$ cat src/rtl/freq_seq_pkg.sv
package freq_seq_pkg;

  typedef enum logic [3:0] {
    ST_IDLE,
    ST_PRE,
    ST_TRP,
    ST_PDN,
    ST_FCHG,
    ST_NEWCLK,
    ST_XP,
    ST_DLLR,
    ST_MRD,
    ST_MRS,
    ST_RLK,
    ST_DONE
  } seq_state_e;

  localparam logic [2:0] CMD_NOP  = 3'b111;
  localparam logic [2:0] CMD_PRE  = 3'b010;
  localparam logic [2:0] CMD_LOAD = 3'b000;

  localparam logic [1:0] BA_MAIN_MR = 2'b00;
  localparam logic [1:0] BA_EXT_MR  = 2'b01;

endpackage

$ cat src/rtl/fcs_timer.sv
module fcs_timer #(
  parameter int W = 4
) (
  input  logic         clk,
  input  logic         rst_n,
  input  logic         load_i,
  input  logic [W-1:0] val_i,
  output logic         zero_o
);

  logic [W-1:0] cnt_q;

  always_ff @(posedge clk or negedge rst_n) begin
    if (!rst_n)
      cnt_q <= '0;
    else if (load_i)
      cnt_q <= val_i;
    else if (cnt_q != '0)
      cnt_q <= cnt_q - 1'b1;
  end

  assign zero_o = (cnt_q == '0);

  AST_TMR_NO_WRAP: assert property (@(posedge clk) disable iff (!rst_n)
    (!load_i && cnt_q == '0) |=> cnt_q == '0);

endmodule

$ cat src/rtl/fcs_ctrl.sv
module fcs_ctrl
  import freq_seq_pkg::*;
#(
  parameter int T_RP        = 3,
  parameter int T_PD_SETTLE = 2,
  parameter int T_NEWCLK    = 1,
  parameter int T_XP        = 2,
  parameter int T_MRD       = 2,
  parameter int T_RELOCK    = 200,
  parameter int PH_W        = 4,
  parameter int RL_W        = 8
) (
  input  logic            clk,
  input  logic            rst_n,
  input  logic            req_i,
  input  logic            bank_open_i,
  input  logic            wr_upd_i,
  input  logic [2:0]      wr_val_i,
  input  logic            clk_stable_i,
  input  logic            ph_zero_i,
  input  logic            rl_zero_i,
  output seq_state_e      state_o,
  output logic            ph_load_o,
  output logic [PH_W-1:0] ph_val_o,
  output logic            rl_load_o,
  output logic [RL_W-1:0] rl_val_o,
  output logic [2:0]      wrv_o
);

  localparam logic [PH_W-1:0] LD_RP  = PH_W'(T_RP - 1);
  localparam logic [PH_W-1:0] LD_PD  = PH_W'(T_PD_SETTLE - 1);
  localparam logic [PH_W-1:0] LD_NEW = PH_W'(T_NEWCLK - 1);
  localparam logic [PH_W-1:0] LD_XP  = PH_W'(T_XP - 1);
  localparam logic [PH_W-1:0] LD_MRD = PH_W'(T_MRD - 1);
  localparam logic [RL_W-1:0] LD_RLK = RL_W'(T_RELOCK - 1);

  seq_state_e state_q, state_d;
  logic       upd_q;
  logic [2:0] wrv_q;

  always_comb begin
    state_d   = state_q;
    ph_load_o = 1'b0;
    ph_val_o  = '0;
    rl_load_o = 1'b0;
    unique case (state_q)
      ST_IDLE: begin
        if (req_i) begin
          if (bank_open_i) begin
            state_d = ST_PRE;
          end else begin
            state_d   = ST_PDN;
            ph_load_o = 1'b1;
            ph_val_o  = LD_PD;
          end
        end
      end
      ST_PRE: begin
        state_d   = ST_TRP;
        ph_load_o = 1'b1;
        ph_val_o  = LD_RP;
      end
      ST_TRP: begin
        if (ph_zero_i) begin
          state_d   = ST_PDN;
          ph_load_o = 1'b1;
          ph_val_o  = LD_PD;
        end
      end
      ST_PDN: begin
        if (ph_zero_i) state_d = ST_FCHG;
      end
      ST_FCHG: begin
        if (clk_stable_i) begin
          state_d   = ST_NEWCLK;
          ph_load_o = 1'b1;
          ph_val_o  = LD_NEW;
        end
      end
      ST_NEWCLK: begin
        if (ph_zero_i) begin
          state_d   = ST_XP;
          ph_load_o = 1'b1;
          ph_val_o  = LD_XP;
        end
      end
      ST_XP: begin
        if (ph_zero_i) begin
          state_d   = ST_DLLR;
          rl_load_o = 1'b1;
        end
      end
      ST_DLLR: begin
        if (upd_q) begin
          state_d   = ST_MRD;
          ph_load_o = 1'b1;
          ph_val_o  = LD_MRD;
        end else begin
          state_d = ST_RLK;
        end
      end
      ST_MRD: begin
        if (ph_zero_i) state_d = ST_MRS;
      end
      ST_MRS: begin
        state_d = ST_RLK;
      end
      ST_RLK: begin
        if (rl_zero_i) state_d = ST_DONE;
      end
      ST_DONE: begin
        state_d = ST_IDLE;
      end
      default: state_d = ST_IDLE;
    endcase
  end

  assign rl_val_o = LD_RLK;

  always_ff @(posedge clk or negedge rst_n) begin
    if (!rst_n) begin
      state_q <= ST_IDLE;
      upd_q   <= 1'b0;
      wrv_q   <= '0;
    end else begin
      state_q <= state_d;
      if (state_q == ST_IDLE && req_i) begin
        upd_q <= wr_upd_i;
        wrv_q <= wr_val_i;
      end
    end
  end

  assign state_o = state_q;
  assign wrv_o   = wrv_q;

  AST_CAPTURE_HELD: assert property (@(posedge clk) disable iff (!rst_n)
    (state_q != ST_IDLE) |=> ($stable(wrv_q) && $stable(upd_q)));

  AST_FCHG_WAITS_ACK: assert property (@(posedge clk) disable iff (!rst_n)
    (state_q == ST_FCHG && !clk_stable_i) |=> state_q == ST_FCHG);

endmodule

$ cat src/rtl/fcs_cmd_enc.sv
module fcs_cmd_enc
  import freq_seq_pkg::*;
#(
  parameter int              ADDR_W      = 14,
  parameter logic [ADDR_W-1:0] MR_BASE   = 14'h0432,
  parameter logic [ADDR_W-1:0] EMR_DLLRST = 14'h0004
) (
  input  seq_state_e        state_i,
  input  logic [2:0]        wrv_i,
  input  logic              odt_req_i,
  output logic              cke_o,
  output logic              odt_o,
  output logic [2:0]        cmd_o,
  output logic [1:0]        ba_o,
  output logic [ADDR_W-1:0] addr_o,
  output logic              freq_ok_o,
  output logic              done_o
);

  localparam int WR_LSB = 9;
  localparam int PRE_ALL_BIT = 10;

  logic [ADDR_W-1:0] mr_word;

  always_comb begin
    mr_word = MR_BASE;
    mr_word[WR_LSB +: 3] = wrv_i;
  end

  always_comb begin
    cke_o     = 1'b1;
    odt_o     = 1'b0;
    cmd_o     = CMD_NOP;
    ba_o      = '0;
    addr_o    = '0;
    freq_ok_o = 1'b0;
    done_o    = 1'b0;
    unique case (state_i)
      ST_IDLE:   odt_o = odt_req_i;
      ST_PRE: begin
        cmd_o  = CMD_PRE;
        addr_o[PRE_ALL_BIT] = 1'b1;
      end
      ST_PDN:    cke_o = 1'b0;
      ST_FCHG: begin
        cke_o     = 1'b0;
        freq_ok_o = 1'b1;
      end
      ST_NEWCLK: cke_o = 1'b0;
      ST_DLLR: begin
        cmd_o  = CMD_LOAD;
        ba_o   = BA_EXT_MR;
        addr_o = EMR_DLLRST;
      end
      ST_MRS: begin
        cmd_o  = CMD_LOAD;
        ba_o   = BA_MAIN_MR;
        addr_o = mr_word;
      end
      ST_DONE:   done_o = 1'b1;
      default: ;
    endcase
  end

endmodule

$ cat src/rtl/freq_change_seq.sv
module freq_change_seq
  import freq_seq_pkg::*;
#(
  parameter int                T_RP        = 3,
  parameter int                T_PD_SETTLE = 2,
  parameter int                T_NEWCLK    = 1,
  parameter int                T_XP        = 2,
  parameter int                T_MRD       = 2,
  parameter int                T_RELOCK    = 200,
  parameter int                ADDR_W      = 14,
  parameter logic [ADDR_W-1:0] MR_BASE     = 14'h0432,
  parameter logic [ADDR_W-1:0] EMR_DLLRST  = 14'h0004
) (
  input  logic              clk,
  input  logic              rst_n,
  input  logic              req_i,
  input  logic              bank_open_i,
  input  logic              wr_upd_i,
  input  logic [2:0]        wr_val_i,
  input  logic              clk_stable_i,
  input  logic              odt_req_i,
  output logic              cke_o,
  output logic              odt_o,
  output logic [2:0]        cmd_o,
  output logic [1:0]        ba_o,
  output logic [ADDR_W-1:0] addr_o,
  output logic              freq_chg_ok_o,
  output logic              done_o
);

  localparam int PH_SUM = T_RP + T_PD_SETTLE + T_NEWCLK + T_XP + T_MRD;
  localparam int PH_W   = $clog2(PH_SUM + 1);
  localparam int RL_W   = $clog2(T_RELOCK + 1);

  seq_state_e      state;
  logic            ph_load, rl_load, ph_zero, rl_zero;
  logic [PH_W-1:0] ph_val;
  logic [RL_W-1:0] rl_val;
  logic [2:0]      wrv;

  fcs_ctrl #(
    .T_RP(T_RP), .T_PD_SETTLE(T_PD_SETTLE), .T_NEWCLK(T_NEWCLK),
    .T_XP(T_XP), .T_MRD(T_MRD), .T_RELOCK(T_RELOCK),
    .PH_W(PH_W), .RL_W(RL_W)
  ) u_ctrl (
    .clk(clk), .rst_n(rst_n), .req_i(req_i), .bank_open_i(bank_open_i),
    .wr_upd_i(wr_upd_i), .wr_val_i(wr_val_i), .clk_stable_i(clk_stable_i),
    .ph_zero_i(ph_zero), .rl_zero_i(rl_zero), .state_o(state),
    .ph_load_o(ph_load), .ph_val_o(ph_val), .rl_load_o(rl_load),
    .rl_val_o(rl_val), .wrv_o(wrv)
  );

  fcs_timer #(.W(PH_W)) u_phase_tmr (
    .clk(clk), .rst_n(rst_n), .load_i(ph_load), .val_i(ph_val), .zero_o(ph_zero)
  );

  fcs_timer #(.W(RL_W)) u_relock_tmr (
    .clk(clk), .rst_n(rst_n), .load_i(rl_load), .val_i(rl_val), .zero_o(rl_zero)
  );

  fcs_cmd_enc #(
    .ADDR_W(ADDR_W), .MR_BASE(MR_BASE), .EMR_DLLRST(EMR_DLLRST)
  ) u_enc (
    .state_i(state), .wrv_i(wrv), .odt_req_i(odt_req_i),
    .cke_o(cke_o), .odt_o(odt_o), .cmd_o(cmd_o), .ba_o(ba_o),
    .addr_o(addr_o), .freq_ok_o(freq_chg_ok_o), .done_o(done_o)
  );

  AST_CKE_LOW_HOLD: assert property (@(posedge clk) disable iff (!rst_n)
    $fell(cke_o) |-> (!cke_o ##1 !cke_o ##1 !cke_o));

  AST_CKE_HIGH_HOLD: assert property (@(posedge clk) disable iff (!rst_n)
    $rose(cke_o) |-> (cke_o ##1 cke_o ##1 cke_o));

  AST_PD_QUIET: assert property (@(posedge clk) disable iff (!rst_n)
    !cke_o |-> (!odt_o && cmd_o == CMD_NOP));

  AST_FCHG_IN_PD: assert property (@(posedge clk) disable iff (!rst_n)
    freq_chg_ok_o |-> (!cke_o && !odt_o));

  AST_ACK_DROPS_OK: assert property (@(posedge clk) disable iff (!rst_n)
    (freq_chg_ok_o && clk_stable_i) |=> !freq_chg_ok_o);

  AST_DONE_PULSE: assert property (@(posedge clk) disable iff (!rst_n)
    done_o |=> !done_o);

endmodule

$ cat config.mk
export PLATFORM = sky130hd
export DESIGN_NAME = freq_change_seq
export DESIGN_NICKNAME = d
export VERILOG_FILES = /design/src/rtl/freq_seq_pkg.sv /design/src/rtl/fcs_timer.sv /design/src/rtl/fcs_ctrl.sv /design/src/rtl/fcs_cmd_enc.sv /design/src/rtl/freq_change_seq.sv
export SDC_FILE = /design/constraint.sdc
export NUM_CORES = 1
export LEC_CHECK = 0
export ABC_AREA = 1
export CAP_MARGIN = 10
export CORE_MARGIN = 1
export CORE_UTILIZATION = 25
export CTS_CLUSTER_DIAMETER = 100
export CTS_CLUSTER_SIZE = 10
export DETAILED_ROUTE_END_ITERATION = 6
export GPL_TIMING_DRIVEN = 0
export PLACE_DENSITY_LB_ADDON = 0.12
export SLEW_MARGIN = 20
export SYNTH_ARGS = -nofsm -noshare
export SYNTH_HDL_FRONTEND = slang
export SYNTH_SLANG_ARGS = --single-unit
$ cat constraint.sdc
create_clock -name clk -period 1.96 [get_ports clk]
set_input_delay 0.392 -clock clk [delete_from_list [all_inputs] [get_ports clk]]
set_output_delay 0.392 -clock clk [all_outputs]
set_load 0.01 [all_outputs]
# Yosys cells after proc, flatten, opt, wreduce, memory -nomap -nowiden
# Cells that the tools add are included.
# W data, S select, Z words.
# totals
inputBits,10
latch_bits,0
wordCells,74
ram_bits,0
memories,0
output_inout_bits,23
rom_bits,0
register_bits,20
# classes
n_mux,36
n_lt_le_gt_ge,0
shifts,0
mul,0
div_mod_pow,0
reduce_logical,12
add_sub_neg,2
bitwise,0
n_eq_ne,19
# op_table
operator,n
$mux W4,11
$pmux W4 S11,1
$pmux W10 S2,1
$eq A4 B3 Y1 const B,4
$eq A4 B4 Y1 const B,4
$mux W8,2
$ne A2 B2 Y1 const B,8
$pmux W4 S4,1
$mux W1,15
$eq A4 B2 Y1 const B,2
$logic_not A4 Y1,2
$logic_not A8 Y1,1
$reduce_and A8 Y1,1
$reduce_bool A8 Y1,1
$sub A8 B1 Y8 const B,1
$pmux W3 S2,1
$pmux W1 S5,1
$eq A4 B1 Y1 const B,1
$mux W2,2
$reduce_bool A2 Y1,2
$reduce_bool A4 Y1,1
$reduce_or A2 Y1,2
$sub A4 B1 Y4 const B,1
$reduce_or A3 Y1,1
other kinds (2),2

# Logic depth before layout (Yosys ltp)
# Gate-level depths: netlist of the first run.
# depth
ltp_word,4
depth_mapped,10
mapped_depth_nobuf,10

# Cells and area by module
# A second synthesis of the first run with hierarchy kept.
# hier_totals
cells_unflattened,244
area_unflattened_um2,1666.6
# modules_own_cells
module,instances,seq_area_each_um2,area_per_inst_um2,cells_each
fcs_ctrl,1,200.2,676.9,91
fcs_timer at u_relock_tmr,1,200.2,513.0,71
fcs_timer at u_phase_tmr,1,100.1,242.7,34
fcs_cmd_enc,1,0.0,234.0,48

# Worst setup path after synthesis of the first run
# OpenSTA, ideal clock, no wires.
# synth_path
path_kind,register -> output
startpoint,"register u_ctrl.state_q[0], in the netlist u_ctrl.state_o[0]"
endpoint,output port cmd_o[2]
required_time_ps,1568
path_stages_with_launch,7
arrival_time_ps,1233
path_slack_ps,335
path_buffers,1
cell_sequence,dfrtp_1 > nand2_1 > inv_1 > nand2_1 > inv_1 > a21oi_1 > buf_4
# synth_between
elab_chain_len,3
elab_cells_between_ends,5
cone_classes,3 x eq/ne; 1 x mux; 1 x reduce/logical
# synth_rtl
element,line,text
"start, declared",fcs_ctrl.sv:37,"seq_state_e state_q, state_d;"
"start signal, assigned",fcs_ctrl.sv:126,state_q <= state_d;
$eq A4 B4 Y1 / $eq A4 B3 Y1 (equally long branches),fcs_cmd_enc.sv:38,unique case (state_i)
$reduce_or A2 Y1 (no line),-,
$pmux W3 S2 (*),fcs_cmd_enc.sv:38,
"end, declared",freq_change_seq.sv:24,"output logic [2:0] cmd_o,"
# Every way passes the cells marked *; elsewhere a longest branch is shown, timed or not.

# Worst setup path after layout of the first run
# layout_path
startpoint,"register u_ctrl.state_q[1], in the netlist u_ctrl.state_o[1]"
endpoint,output port cmd_o[2]
# Same word-level chain as after synthesis.

==> results.txt, run 1 <==
critical path launch point type: flip-flop
asr flop ratio synth: 100%
setup TNS: 0 ns
initial antenna violation count: 0
Final min period: 1.95 ns
Initial DRC Count: 42
crit-path max FO: 5
Setup crit end kind: output pin
r2r setup slk: 0.15 ns
clock slew at reported path FFs: 0.07 ns
commonest non-fill, non-tap cell in the layout: nand2_1
Die Area: 0.00597 mm²
largest net degree at the start of global routing: 21
final instance area: 0.00206 mm²
layout cell share with drive strength beyond 1: 36.4%
first-pass GRT wire length: 5.92 mm
Total Routing Usage GR: 12.4%
Fin. Hold Viols: 0
DRC Markers: 0
Power Total: 3.00 mW
synth-to-layout area growth: 45.6%
die width: 77.2 µm
vias in the first global route: 1,331
fin nets: 274
Max Freq: 514 MHz
Pint: 1.66 mW
most frequent cells in the layout: nand2_1 (40), buf_4 (39), inv_1 (27)
Yosys cell types: 27
Final Worst Setup Slack: 0.0130 ns
Avg WL per Cell: 10.3 µm
Post-Syn Instances: 194
CTS Buf Count: 3
yosys warns: 0
crit path launch: u_ctrl.state_o[1]
setup-violating endpoint count in the final report: 0
I/O pins: 33
top_reg_cell synth: dfrtp_1
hpwl dp: 2.32 mm
Seq pwr share: 25.4%
origin of the critical flop-to-flop path: u_ctrl.state_o[3]
placed cell area: 0.00177 mm²
TritonCTS clock tree: built
worst setup path category: reg -> out
Worst VDD drop: 537 µV
pwr dens: 1460 mW/mm²
clk_lat worst skew: 0.25 ns
register area share after synthesis: 35.4%
GRT overflow: 0
Tcrit/Tclk final: 99.3%
clk sinks: 20
gp weighted congestion: 0.760
via-per-instance ratio: 4.11
drt first pass iters: 4
outcome: finished clean
Site Rows: 27
clock skew: 0.00567 ns
Vias: 1,357
H-Tree Depth: 1
Pins Over Slew Limit: 0
final non-filler cell total: 330
ANT cells: 0
# hold bufs at CTS: 0
Initial Utilization: 25.9%
chip height: 77.2 µm
RSZ-0062 raised after global routing: true
Clock Tree Root: clkbuf_8
area of the core: 0.00547 mm²
#FFs+latches synth: 20
Setup WS pre-CTS: -0.223 ns
Worst Tran Pin Value: 0.929 ns
Slew Limit Headroom: 37.9%
Post-synth EDFFs: 0
switching share of power: 44.8%
HP Class: reg -> reg
number of placed cells counting well taps: 297
Required @ worst endpoint: 1.57 ns
mean area per synthesized cell: 7.29 µm²
Pleak: 1.11 nW
Max Cap Viol: 0
drt total wl: 3.39 mm
NetSw: 1.35 mW
Critical Path AT: 1.56 ns
Buffers on Ports: 24
clock power share: 8.9%
combinational fraction of design power: 65.7%
clk buf depth: 2
Synth Cell Area: 0.00142 mm²
Hold Startpoint: u_relock_tmr.cnt_q[0]
Routed Antenna Nets: 0
per-layer routing:
layer	vias to the layer above	routed length [µm]	global-route usage, %
met2	32	1640	20.7
met5	-	0	0
met3	10	150	2.38
met4	0	104	5.28
met1	599	1500	15.4
li1	716	-	-
flip-flops by register name (all words and copies together), names as in the netlist:
signal / flops
u_ctrl.upd_q: 1
u_relock_tmr.cnt_q: 8
u_ctrl.state_o: 4
u_phase_tmr.cnt_q: 4
u_ctrl.wrv_o: 3
area by class of cell:
type                       instances  area (µm²)
buffer                            11        82.6
clock buffer                       3        41.3
fill                             580        3410
inverter                          37         139
multi-input combinational        133         766
sequential                        20         505
tap                               72        90.1
timing repair buffer              54         437
path summary, 6_finish.rpt:
| path | cells after the start | to |
|---|---|---|
| max | 7 | cmd_o[2] |
| min | 2 | u_relock_tmr.cnt_q[0] |
| max reg2reg | 13 | u_ctrl.state_o[1] |
| min reg2reg | 2 | u_relock_tmr.cnt_q[0] |
| max in group asynchronous | 1 | u_ctrl.state_o[2] |
| min in group asynchronous | 1 | u_relock_tmr.cnt_q[6] |
what timing repair did:
action | in CTS | in global routing
setup endpoints to repair | 15 | 8
buffers inserted | 23 | 9
pin swaps | 7 | 8
resized for setup | 38 | 19
cloned | 0 | 0
hold endpoints to repair | 0 | 0
cells by family (layout without fill, tap and decap cells):
logic type	after synthesis	count (layout)	synth area share (%)
adder cells (fa/ha/maj)	4	4	3.54
buffers and inverters	48	105	15.7
XOR/XNOR	3	3	1.86
flip-flops	20	20	35.4
multiplexers	2	2	2.12
AO/OA/AOI/OAI	21	21	8.66
other	1	8	0.265
AND/OR/NAND/NOR	95	95	32.5
critical path, stage by stage (launching register included):
cell and delay (ns):
dfrtp_2 0.45, buf_4 0.15, nor2_4 0.12, buf_4 0.17
a21oi_4 0.06, buf_4 0.12, buf_4 0.11, buf_2 0.13
per-stage QoR:
step | util [%] | hold slack [ns]
finish | 37.7 | 0.511
global route | 37.7 | 0.547
CTS | 36.7 | 0.514
detailed placement | 32.4 | 0.492
global placement | 32.4 | 0.491
floorplan | - | 0.0964
Yosys cell counts (2+ instances only):
cell type	count	share of area (%)
nand2_1	42	11
inv_1	30	8.0
dfrtp_1	20	35
nor2_1	18	4.8
buf_4	11	5.8
nand3_1	10	3.5
a21oi_1	9	3.2
inv_2	7	1.9
nor2_2	7	3.1
nand4_1	6	2.7
o21ai_0	5	1.8
ha_1	4	3.5
nor2_4	4	3.2
nor3_1	3	1.1
mux2_4	2	2.1
nand2_2	2	0.88
o211ai_1	2	1.1
o21ai_2	2	1.2
xor2_1	2	1.2
power groups by stage:
stage	Combinational (mW)	Sequential, mW	Clock, mW
floorplan	1.17	0.745	0
global placement	1.57	0.779	0
detailed placement	1.57	0.781	0
CTS	1.83	0.784	0.283
global route	2.22	0.793	0.298
finish	1.97	0.764	0.268
(Power assumes the default switching activity.)
==> inputs of run 2 (changes only) <==
Settings changed: SETUP_SLACK_MARGIN set to 0.1.
==> run 2 against run 1 <==
Compared with the run above:
- wire length shrank 4.0%
- maximum frequency grew 4.4%
- die area is the same
- critical path depth grew 1
- sequential power is essentially flat
- clock power is essentially flat
- combinational power is essentially flat
- via count shrank 3.1%
- flip-flop and latch count is the same
==> results.txt, run 2 (synthesis gave the netlist of run 1 again) <==
# hold bufs at CTS: 0 (unchanged)
GRT overflow: 0 (unchanged)
fill count: 591 (+1.9%)
first-pass GRT wire length: 5.80 mm (-2.0%)
clk_lat worst skew: 0.25 ns (about the same)
Setup crit end kind: output pin
DRC Markers: 0 (unchanged)
final instance area: 0.00205 mm² (-0.73%)
placed cell area: 0.00177 mm² (unchanged)
vias in the first global route: 1,288 (-3.2%)
Clock Tree Root: clkbuf_8
fin nets: 267 (-2.6%)
chip height: 77.2 µm (unchanged)
combinational fraction of design power: 65.3% (-0.4 points)
clk buf depth: 2 (unchanged)
TritonCTS clock tree: built
pwr dens: 1460 mW/mm² (about the same)
drt first pass iters: 4 (unchanged)
switching share of power: 45.0% (+0.17 points)
largest net degree at the start of global routing: 21 (unchanged)
number of placed cells counting well taps: 297 (unchanged)
Pint: 1.64 mW (-0.97%)
Pins Over Slew Limit: 0 (unchanged)
area of the core: 0.00547 mm² (unchanged)
clk sinks: 20 (unchanged)
Seq pwr share: 25.7% (+0.3 points)
worst setup path category: reg -> out
Max Cap Viol: 0 (unchanged)
hpwl dp: 2.32 mm (unchanged)
multi-input logic area: 772 µm² (+0.82%)
Vias: 1,315 (-3.1%)
Slew Limit Headroom: 38.6% (+0.79 points)
Avg WL per Cell: 10.1 µm (-1.9%)
setup TNS: 0 ns (unchanged)
crit-path max FO: 4 (-1)
HP Class: reg -> reg
setup-violating endpoint count in the final report: 0 (unchanged)
Initial DRC Count: 36 (-14%)
ANT cells: 0 (unchanged)
gp weighted congestion: 0.760 (unchanged)
die width: 77.2 µm (unchanged)
Buffers on Ports: 24 (unchanged)
max reg flops: 8 (unchanged)
crit path launch: u_ctrl.state_o[1]
CTS Buf Count: 3 (unchanged)
H-Tree Depth: 1 (unchanged)
Final min period: 1.86 ns (-0.0820 ns)
Setup WS pre-CTS: -0.223 ns (unchanged)
Power Total: 2.98 mW (-0.67%)
synth-to-layout area growth: 44.6%
Pleak: 1.10 nW (-1.5%)
Worst VDD drop: 572 µV (+6.4%)
Most flops, register: u_relock_tmr.cnt_q
Hold Startpoint: u_relock_tmr.cnt_q[0]
Fin. Hold Viols: 0 (unchanged)
clock skew: 0.00460 ns (-0.00107 ns)
Die Area: 0.00597 mm² (unchanged)
NetSw: 1.34 mW (-0.31%)
origin of the critical flop-to-flop path: u_ctrl.state_o[0]
drt total wl: 3.26 mm (-4.0%)
Tcrit/Tclk final: 95.2% (-4.2 points)
critical path launch point type: flip-flop
r2r setup slk: 0.30 ns (+0.15 ns)
register area: 505 µm² (unchanged)
commonest non-fill, non-tap cell in the layout: nand2_1
I/O pins: 33 (unchanged)
Total Routing Usage GR: 12.1% (-0.25 points)
initial antenna violation count: 0 (unchanged)
Critical Path AT: 1.47 ns (-0.09 ns)
Initial Utilization: 25.9% (unchanged)
clock power share: 9.0% (about the same)
Max Freq: 536 MHz (+4.4%)
layout cell share with drive strength beyond 1: 36.7% (+0.22 points)
outcome: finished clean
RSZ-0062 raised after global routing: true
Site Rows: 27 (unchanged)
most frequent cells in the layout: nand2_1 (38), inv_1 (25), buf_4 (25)
final non-filler cell total: 323 (-2.1%)
clock slew at reported path FFs: 0.07 ns (about the same)
Final Worst Setup Slack: 0.0950 ns (+0.0820 ns)
Worst Tran Pin Value: 0.917 ns (-0.0118 ns)
Required @ worst endpoint: 1.57 ns (about the same)
Routed Antenna Nets: 0 (unchanged)
via-per-instance ratio: 4.07 (-0.99%)
[run 2: metrics by stage]
stage,util [%],hold slack (ns)
floorplan,-,0.0964
global placement,32.4,0.491
detailed placement,32.4,0.492
CTS,36.7,0.514
global route,37.4,0.547
finish,37.4,0.511
[run 2: final timing paths]
| path | to | cells past startpoint |
|---|---|---|
| hold / removal | u_relock_tmr.cnt_q[0] | 2 |
| min in group asynchronous | u_relock_tmr.cnt_q[6] | 1 |
| setup reg to reg | u_ctrl.state_o[1] | 11 |
| hold reg to reg | u_relock_tmr.cnt_q[0] | 2 |
| max in group asynchronous | u_ctrl.state_o[2] | 1 |
| setup / recovery | addr_o[1] | 8 |
[run 2: critical path, stage by stage (launching register included)]
cell and delay, ns:
dfrtp_2 0.43, buf_6 0.13, nor2_4 0.13, inv_2 0.06, nor2_4 0.09, buf_6 0.12
buf_6 0.09, buf_6 0.08, buf_6 0.09
[run 2: timing repair]
action / CTS / global route
cloned: 0 / 0
pin swaps: 7 / 1
setup buffers: 21 / 2
gates resized for setup: 72 / 11
endpoints found under the hold margin: 0 / 0
setup endpoints to repair: 15 / 11
[run 2: final cells by class]
cell class                 count  area share (%)
sequential                    20            24.7
buffer                        11            4.40
clock buffer                   3            2.02
tap                           72            4.40
multi-input combinational    133            37.7
timing repair buffer          47            19.8
inverter                      37            6.91
[run 2: routing by layer]
metal / GRT usage (%) / wire, µm / share of wire [%]
met1: 15.3 / 1500 / 46
met2: 19.6 / 1540 / 47
met4: 6.04 / 82 / 2.5
met3: 2.50 / 136 / 4.2
met5: 0 / 0 / 0
[run 2: power groups by stage]
stage	clock network (mW)	registers, mW	logic (mW)
after floorplan	0	0.745	1.17
after global placement	0	0.779	1.57
after detailed placement	0	0.781	1.57
after CTS	0.283	0.778	1.88
after global routing	0.298	0.797	2.20
final	0.267	0.767	1.95
